==> config.mk <==
export PLATFORM = sky130hd
export DESIGN_NAME = cal_counter
export DESIGN_NICKNAME = d
export VERILOG_FILES = /design/src/rtl/cal_pkg.sv /design/src/rtl/cal_field_step.sv /design/src/rtl/cal_month_len.sv /design/src/rtl/cal_counter.sv
export SDC_FILE = /design/constraint.sdc
export NUM_CORES = 1
export LEC_CHECK = 0
export BUFFER_PORTS_ARGS = -buffer_cell sky130_fd_sc_hd__buf_2
export CAP_MARGIN = 0
export CORE_MARGIN = 3
export CORE_UTILIZATION = 45
export CTS_CLUSTER_SIZE = 8
export DETAILED_ROUTE_END_ITERATION = 8
export PLACE_DENSITY = 0.7
export SETUP_SLACK_MARGIN = 0.1
export SLEW_MARGIN = 20
export SYNTH_ARGS = -nofsm -noshare
export SYNTH_HDL_FRONTEND = slang
export SYNTH_SLANG_ARGS = --single-unit
==> constraint.sdc <==
create_clock -name clk -period 10.35 [get_ports clk]
set_clock_uncertainty 0.2 [all_clocks]
set_input_delay 1.035 -clock clk [delete_from_list [all_inputs] [get_ports clk]]
set_output_delay 1.035 -clock clk [all_outputs]
set_load 0.01 [all_outputs]
==> src/rtl/cal_pkg.sv <==
package cal_pkg;
  localparam int YEAR_W = 8;
  localparam int MON_W  = 4;
  localparam int DAY_W  = 5;
  localparam int HOUR_W = 5;
  localparam int MIN_W  = 6;
  localparam int SEC_W  = 6;

  typedef struct packed {
    logic [YEAR_W-1:0] year;
    logic [MON_W-1:0]  month;
    logic [DAY_W-1:0]  day;
    logic [HOUR_W-1:0] hour;
    logic [MIN_W-1:0]  minute;
    logic [SEC_W-1:0]  second;
  } cal_time_t;
endpackage

==> src/rtl/cal_field_step.sv <==
// One counter field: steps when enabled, wraps to WRAP_VAL once value+1 >= lim.
module cal_field_step #(
  parameter int W        = 6,
  parameter int WRAP_VAL = 0
) (
  input  logic [W-1:0] cur,
  input  logic         en,
  input  logic [W:0]   lim,
  output logic [W-1:0] nxt,
  output logic         carry
);
  logic [W:0] bumped;

  always_comb begin
    bumped = {1'b0, cur} + {{W{1'b0}}, 1'b1};
    nxt    = cur;
    carry  = 1'b0;
    if (en) begin
      if (bumped >= lim) begin
        nxt   = W'(WRAP_VAL);
        carry = 1'b1;
      end else begin
        nxt = bumped[W-1:0];
      end
    end
  end
endmodule

==> src/rtl/cal_month_len.sv <==
// Days in a month; February gets 29 on offsets divisible by 4 except two century years.
module cal_month_len #(
  parameter int MON_W   = 4,
  parameter int DAY_W   = 5,
  parameter int YEAR_W  = 8,
  parameter int NOLEAP0 = 0,
  parameter int NOLEAP1 = 200
) (
  input  logic [MON_W-1:0]  month,
  input  logic [YEAR_W-1:0] year,
  output logic [DAY_W-1:0]  len
);
  logic leap;

  always_comb begin
    leap = (year[1:0] == 2'd0) && (year != YEAR_W'(NOLEAP0)) && (year != YEAR_W'(NOLEAP1));
    case (month)
      MON_W'(2):  len = leap ? DAY_W'(29) : DAY_W'(28);
      MON_W'(4),
      MON_W'(6),
      MON_W'(9),
      MON_W'(11): len = DAY_W'(30);
      default:    len = DAY_W'(31);
    endcase
  end
endmodule

==> src/rtl/cal_counter.sv <==
module cal_counter
  import cal_pkg::*;
#(
  parameter int SEC_LIM  = 60,
  parameter int MIN_LIM  = 60,
  parameter int HOUR_LIM = 24,
  parameter int MON_LIM  = 12
) (
  input  logic              clk,
  input  logic              rst,
  input  logic              tick,
  input  logic              load,
  input  logic [YEAR_W-1:0] ld_year,
  input  logic [MON_W-1:0]  ld_month,
  input  logic [DAY_W-1:0]  ld_day,
  input  logic [HOUR_W-1:0] ld_hour,
  input  logic [MIN_W-1:0]  ld_min,
  input  logic [SEC_W-1:0]  ld_sec,
  output logic [YEAR_W-1:0] year,
  output logic [MON_W-1:0]  month,
  output logic [DAY_W-1:0]  day,
  output logic [HOUR_W-1:0] hour,
  output logic [MIN_W-1:0]  minute,
  output logic [SEC_W-1:0]  second
);
  localparam int SEC_TOP  = SEC_LIM - 1;
  localparam int MIN_TOP  = MIN_LIM - 1;
  localparam int HOUR_TOP = HOUR_LIM - 1;

  cal_time_t cur_q, nxt_t;
  logic sec_c, min_c, hour_c, day_c, mon_c;
  logic [DAY_W-1:0] mlen;

  cal_field_step #(.W(SEC_W), .WRAP_VAL(0)) u_sec (
    .cur(cur_q.second), .en(tick), .lim((SEC_W+1)'(SEC_LIM)),
    .nxt(nxt_t.second), .carry(sec_c));

  cal_field_step #(.W(MIN_W), .WRAP_VAL(0)) u_min (
    .cur(cur_q.minute), .en(sec_c), .lim((MIN_W+1)'(MIN_LIM)),
    .nxt(nxt_t.minute), .carry(min_c));

  cal_field_step #(.W(HOUR_W), .WRAP_VAL(0)) u_hour (
    .cur(cur_q.hour), .en(min_c), .lim((HOUR_W+1)'(HOUR_LIM)),
    .nxt(nxt_t.hour), .carry(hour_c));

  cal_month_len #(.MON_W(MON_W), .DAY_W(DAY_W), .YEAR_W(YEAR_W)) u_len (
    .month(cur_q.month), .year(cur_q.year), .len(mlen));

  cal_field_step #(.W(DAY_W), .WRAP_VAL(1)) u_day (
    .cur(cur_q.day), .en(hour_c), .lim({1'b0, mlen} + (DAY_W+1)'(1)),
    .nxt(nxt_t.day), .carry(day_c));

  cal_field_step #(.W(MON_W), .WRAP_VAL(1)) u_mon (
    .cur(cur_q.month), .en(day_c), .lim((MON_W+1)'(MON_LIM + 1)),
    .nxt(nxt_t.month), .carry(mon_c));

  always_comb nxt_t.year = mon_c ? cur_q.year + YEAR_W'(1) : cur_q.year;

  always_ff @(posedge clk) begin
    if (rst) begin
      cur_q <= '{year: '0, month: MON_W'(1), day: DAY_W'(1), hour: '0, minute: '0, second: '0};
    end else if (load) begin
      cur_q <= '{year: ld_year, month: ld_month, day: ld_day, hour: ld_hour,
                 minute: ld_min, second: ld_sec};
    end else if (tick) begin
      cur_q <= nxt_t;
    end
  end

  assign year   = cur_q.year;
  assign month  = cur_q.month;
  assign day    = cur_q.day;
  assign hour   = cur_q.hour;
  assign minute = cur_q.minute;
  assign second = cur_q.second;

  logic eod;
  assign eod = (second == SEC_W'(SEC_TOP)) && (minute == MIN_W'(MIN_TOP)) &&
               (hour == HOUR_W'(HOUR_TOP));

  a_r1_sec_inc: assert property (@(posedge clk) disable iff (rst)
    (tick && !load && second < SEC_W'(SEC_TOP)) |=> (second == $past(second) + SEC_W'(1)));

  a_r1_sec_wrap: assert property (@(posedge clk) disable iff (rst)
    (tick && !load && second == SEC_W'(SEC_TOP)) |=> (second == '0) && (minute != $past(minute)));

  a_r2_day_zero: assert property (@(posedge clk) disable iff (rst)
    (tick && !load && eod) |=> (hour == '0) && (minute == '0) && (second == '0));

  a_r4_no_leap_base: assert property (@(posedge clk) disable iff (rst)
    (tick && !load && eod && month == MON_W'(2) && day == DAY_W'(28) && year == '0)
    |=> (month == MON_W'(3)) && (day == DAY_W'(1)));

  a_r6_year_wrap: assert property (@(posedge clk) disable iff (rst)
    (tick && !load && eod && month == MON_W'(12) && day == DAY_W'(31) && year == '1)
    |=> (year == '0) && (month == MON_W'(1)) && (day == DAY_W'(1)));

  a_r7_load_wins: assert property (@(posedge clk) disable iff (rst)
    load |=> (year == $past(ld_year)) && (month == $past(ld_month)) && (day == $past(ld_day)) &&
             (hour == $past(ld_hour)) && (minute == $past(ld_min)) && (second == $past(ld_sec)));

  a_r8_idle_hold: assert property (@(posedge clk) disable iff (rst)
    (!tick && !load) |=> $stable(year) && $stable(month) && $stable(day) &&
                         $stable(hour) && $stable(minute) && $stable(second));
endmodule

==> summary.md <==
| Metric | Value |
|---|---|
| Fin Hold WS | between 0.3 and 0.4 ns |
| Gp weighted congestion | ~0.9 |
| Multi-input logic area | 1830 um^2 |
| Vias/cell | around 6.1 |
| Die Width | 82.1 um |
| CP Launch Type | input pin |
| Crit path buf inv count | 2 |
| Largest cells by area after synthesis | dfxtp_1 (26%), ha_1 (9.1%), a21oi_1 (4.0%), o21ai_0 (3.6%), nor2_1 (3.6%) |
| Sequential Power Share | 45.3% |
| DRC Markers | 0 |
| Net Sw Frac | approximately a third |
| Mapped Nets | 384 |
| Std-Cell Rows | 27 |
| Worst-path clk slew | approximately 0.07 ns |
| Power share of the clock group | approximately 30% |
| Final Cycle Share | about 38% |
| First-pass GRT wire length | between 10,000 and 15,000 um |
| Most frequent cell after synthesis | dfxtp_1 |
| H-tree levels | 2 |
| TritonCTS clock tree | yes |
| Sequential area share after synthesis | a little over a quarter |
| Maximum vdd drop | about 0.00009 V |
| Post-layout min period | 3.91 ns |
| Synth Warn # | 0 |
| Avg Inst Size Synth | 7.97 um^2 |
| Leakage | roughly 1.4 nW |
| Slew margin rel. | 43.9% |
| Worst Setup Path Type | input pin to register |
| FF+latch count, synth | 34 |
| Worst R2R Start | month[0] |
| Async SR Flop Fraction | 0% |
| Setup crit start | load |
| Register Area | slightly below 700 um^2 |
| Core Area | 5540 um^2 |
| Crit path max fanout | 46 |
| Max Cap Viol | 0 |
| # IOs | 72 |
| Largest net degree at the start of global routing | 47 |
| Setup TNS | 0 ns |
| Total CTS buffers | 5 |
| Final setup vio count | 0 |
| P per Cell Area | around 110 nW/um^2 |
| Cell area after synthesis | between 2000 and 3000 um^2 |
| CP max stage cell | clkinv_1 |
| Setup Buffers After CTS | 0 |
| Cell family with most CP delay | buffers and inverters |
| Clock sink total | 34 |
| Initial antenna violation count | 0 |
| Ant diodes | 0 |
| Hold Crit Start | second[5] |
| Vertical die dimension | a little over 80 um |
| Fill cells | ~550 |
| Hold-fix buffers, CTS | 0 |
| Synth area leader | dfxtp_1 |
| Most used DFF post-synth | dfxtp_1 |
| Iteration-0 DRC count of the detailed router | 174 |
| Post-DP HPWL | roughly 5200 um |
| Synth cell types | 65 |
| Crit. End Element | register |
| Req. time, crit path | around 10 ns |
| DIE AREA | 6740 um^2 |
| Final Max Slew Viols | 0 |
| DR vias | between 2,000 and 3,000 |
| CTS Root Buffer Type | clkbuf_8 |
| Grt ovf | 0 |
| Number of global-route vias before repair | 2,562 |
| Internal power | 0.000230 W |
| WP data arrival | between 3 and 4 ns |
| Hold Vio Cnt, Final | 0 |
| Status | finished clean |
| Post-Syn Instances | between 300 and 400 |
| Share of cells above drive strength 1 | a little under a quarter |
| Post-cts gate resize count | 0 |
| Worst skew pair latency | between 0.2 and 0.3 ns |
| Synthesis-to-finish area growth | 18.7% |
| Top-area cell type share of the netlist area | 26.1% |
| WL per Instance | about 16 um |
| Tot GR Track Use | 21.8% |
| Clk buf depth | 2 |
| Switching power total | 0.000110 W |
| Post-Route WL | 7190 um |
| Initial Utilization | 47.0% |
| Most frequent cells after synthesis | dfxtp_1 (34), nor2_1 (25), a21oi_1 (21) |
| Fmax | 256 MHz |
| CP cell instances | buf_2, clkinv_1, o211ai_1, o21ai_1, o311ai_0, o31ai_1 |
| Unrepaired setup endpoints after global routing | no |
| Hold Path Class | register to register |
| Slew of the pin with the lowest slew margin | 0.841 ns |
| Logic pwr share | approximately 25% |
| Port buffer count | 71 |
| CP peak stage delay | between 0.8 and 0.9 ns |
| NumNets Final | 448 |
| Pre-antenna DRT Iters | 5 |
| Post-synth EDFFs | 0 |
| Number of antenna-violating nets in the routed design | 0 |
## cells in the final DEF (no fill, tap or decap), types with 5 or more instances in the layout
cell type / count
a211oi_1: 6
a21oi_1: 21
a22oi_1: 9
a31oi_1: 11
and3_1: 11
buf_2: 71
clkbuf_8: 6
dfxtp_1: 34
ha_1: 19
inv_1: 12
nand2_1: 19
nand3_1: 13
nand4_1: 5
nor2_1: 25
nor3_1: 15
o21ai_0: 19
o311ai_0: 8
o31ai_1: 7
or4_1: 5
## metrics by stage
stage / util (%) / std cells / power, W / setup WS, ns / cell area [um^2]
global route: 55.8 / 464 / 0.000361 / 5.96 / 3090
floorplan: - / 327 / 0.000211 / 6.76 / 2610
CTS: 55.7 / 464 / 0.000342 / 6.48 / 3090
detailed placement: 54.1 / 456 / 0.000240 / 6.24 / 3000
global placement: 54.1 / 456 / 0.000239 / 6.32 / 3000
finish: 55.8 / 464 / 0.000340 / 6.44 / 3090
## logic make-up after synthesis
family	share of synthesized area, %
compound gates	30.2
mux	1.39
flops	26.1
xor+xnor	2.21
fa+ha+maj	9.12
buf+inv	3.98
simple gates	27.0
## registers in the layout (all words and copies together), names as in the netlist
register  flops
day           5
minute        6
hour          5
second        6
year          8
month         4
## power groups by stage
stage          Combinational, W  Clock [W]  Sequential, W
2_1_floorplan         0.0000531          0       0.000158
3_3_place_gp          0.0000826          0       0.000156
3_5_place_dp          0.0000837          0       0.000156
4_1_cts               0.0000841   0.000104       0.000153
5_1_grt               0.0000952   0.000109       0.000156
6_report              0.0000844   0.000102       0.000154
## worst min-delay path, cell delays in order, from the launching register on
cell and delay [ns]:
dfxtp_1 0.33, o21ai_0 0.08, a311oi_1 0.08
## metal layers
| metal | vias to the layer above | GRT usage [%] | wire length, um |
|---|---|---|---|
| met5 | - | 0 | 0 |
| met4 | 0 | 4.65 | 48 |
| met3 | 4 | 3.80 | 460 |
| met2 | 92 | 37.7 | 3350 |
| met1 | 1325 | 28.3 | 3340 |
| li1 | 1406 | - | - |
## cell type report
class | count | share of cell area (%)
repair buffers | 71 | 11.5
multi-input cells | 266 | 59.1
well taps | 72 | 2.91
flip-flops and latches | 34 | 22.0
inverters | 13 | 1.58
clock inverters | 1 | 0.162
clock buffers | 7 | 2.79
## path summary, 6_finish.rpt
path,endpoint,slack [ns],cells past startpoint
max,year[2],6.44,6
min,second[5],0.33,2
max reg2reg,year[1],6.48,13
min reg2reg,second[5],0.33,2
Note: power is estimated with default switching activity, not from simulation.
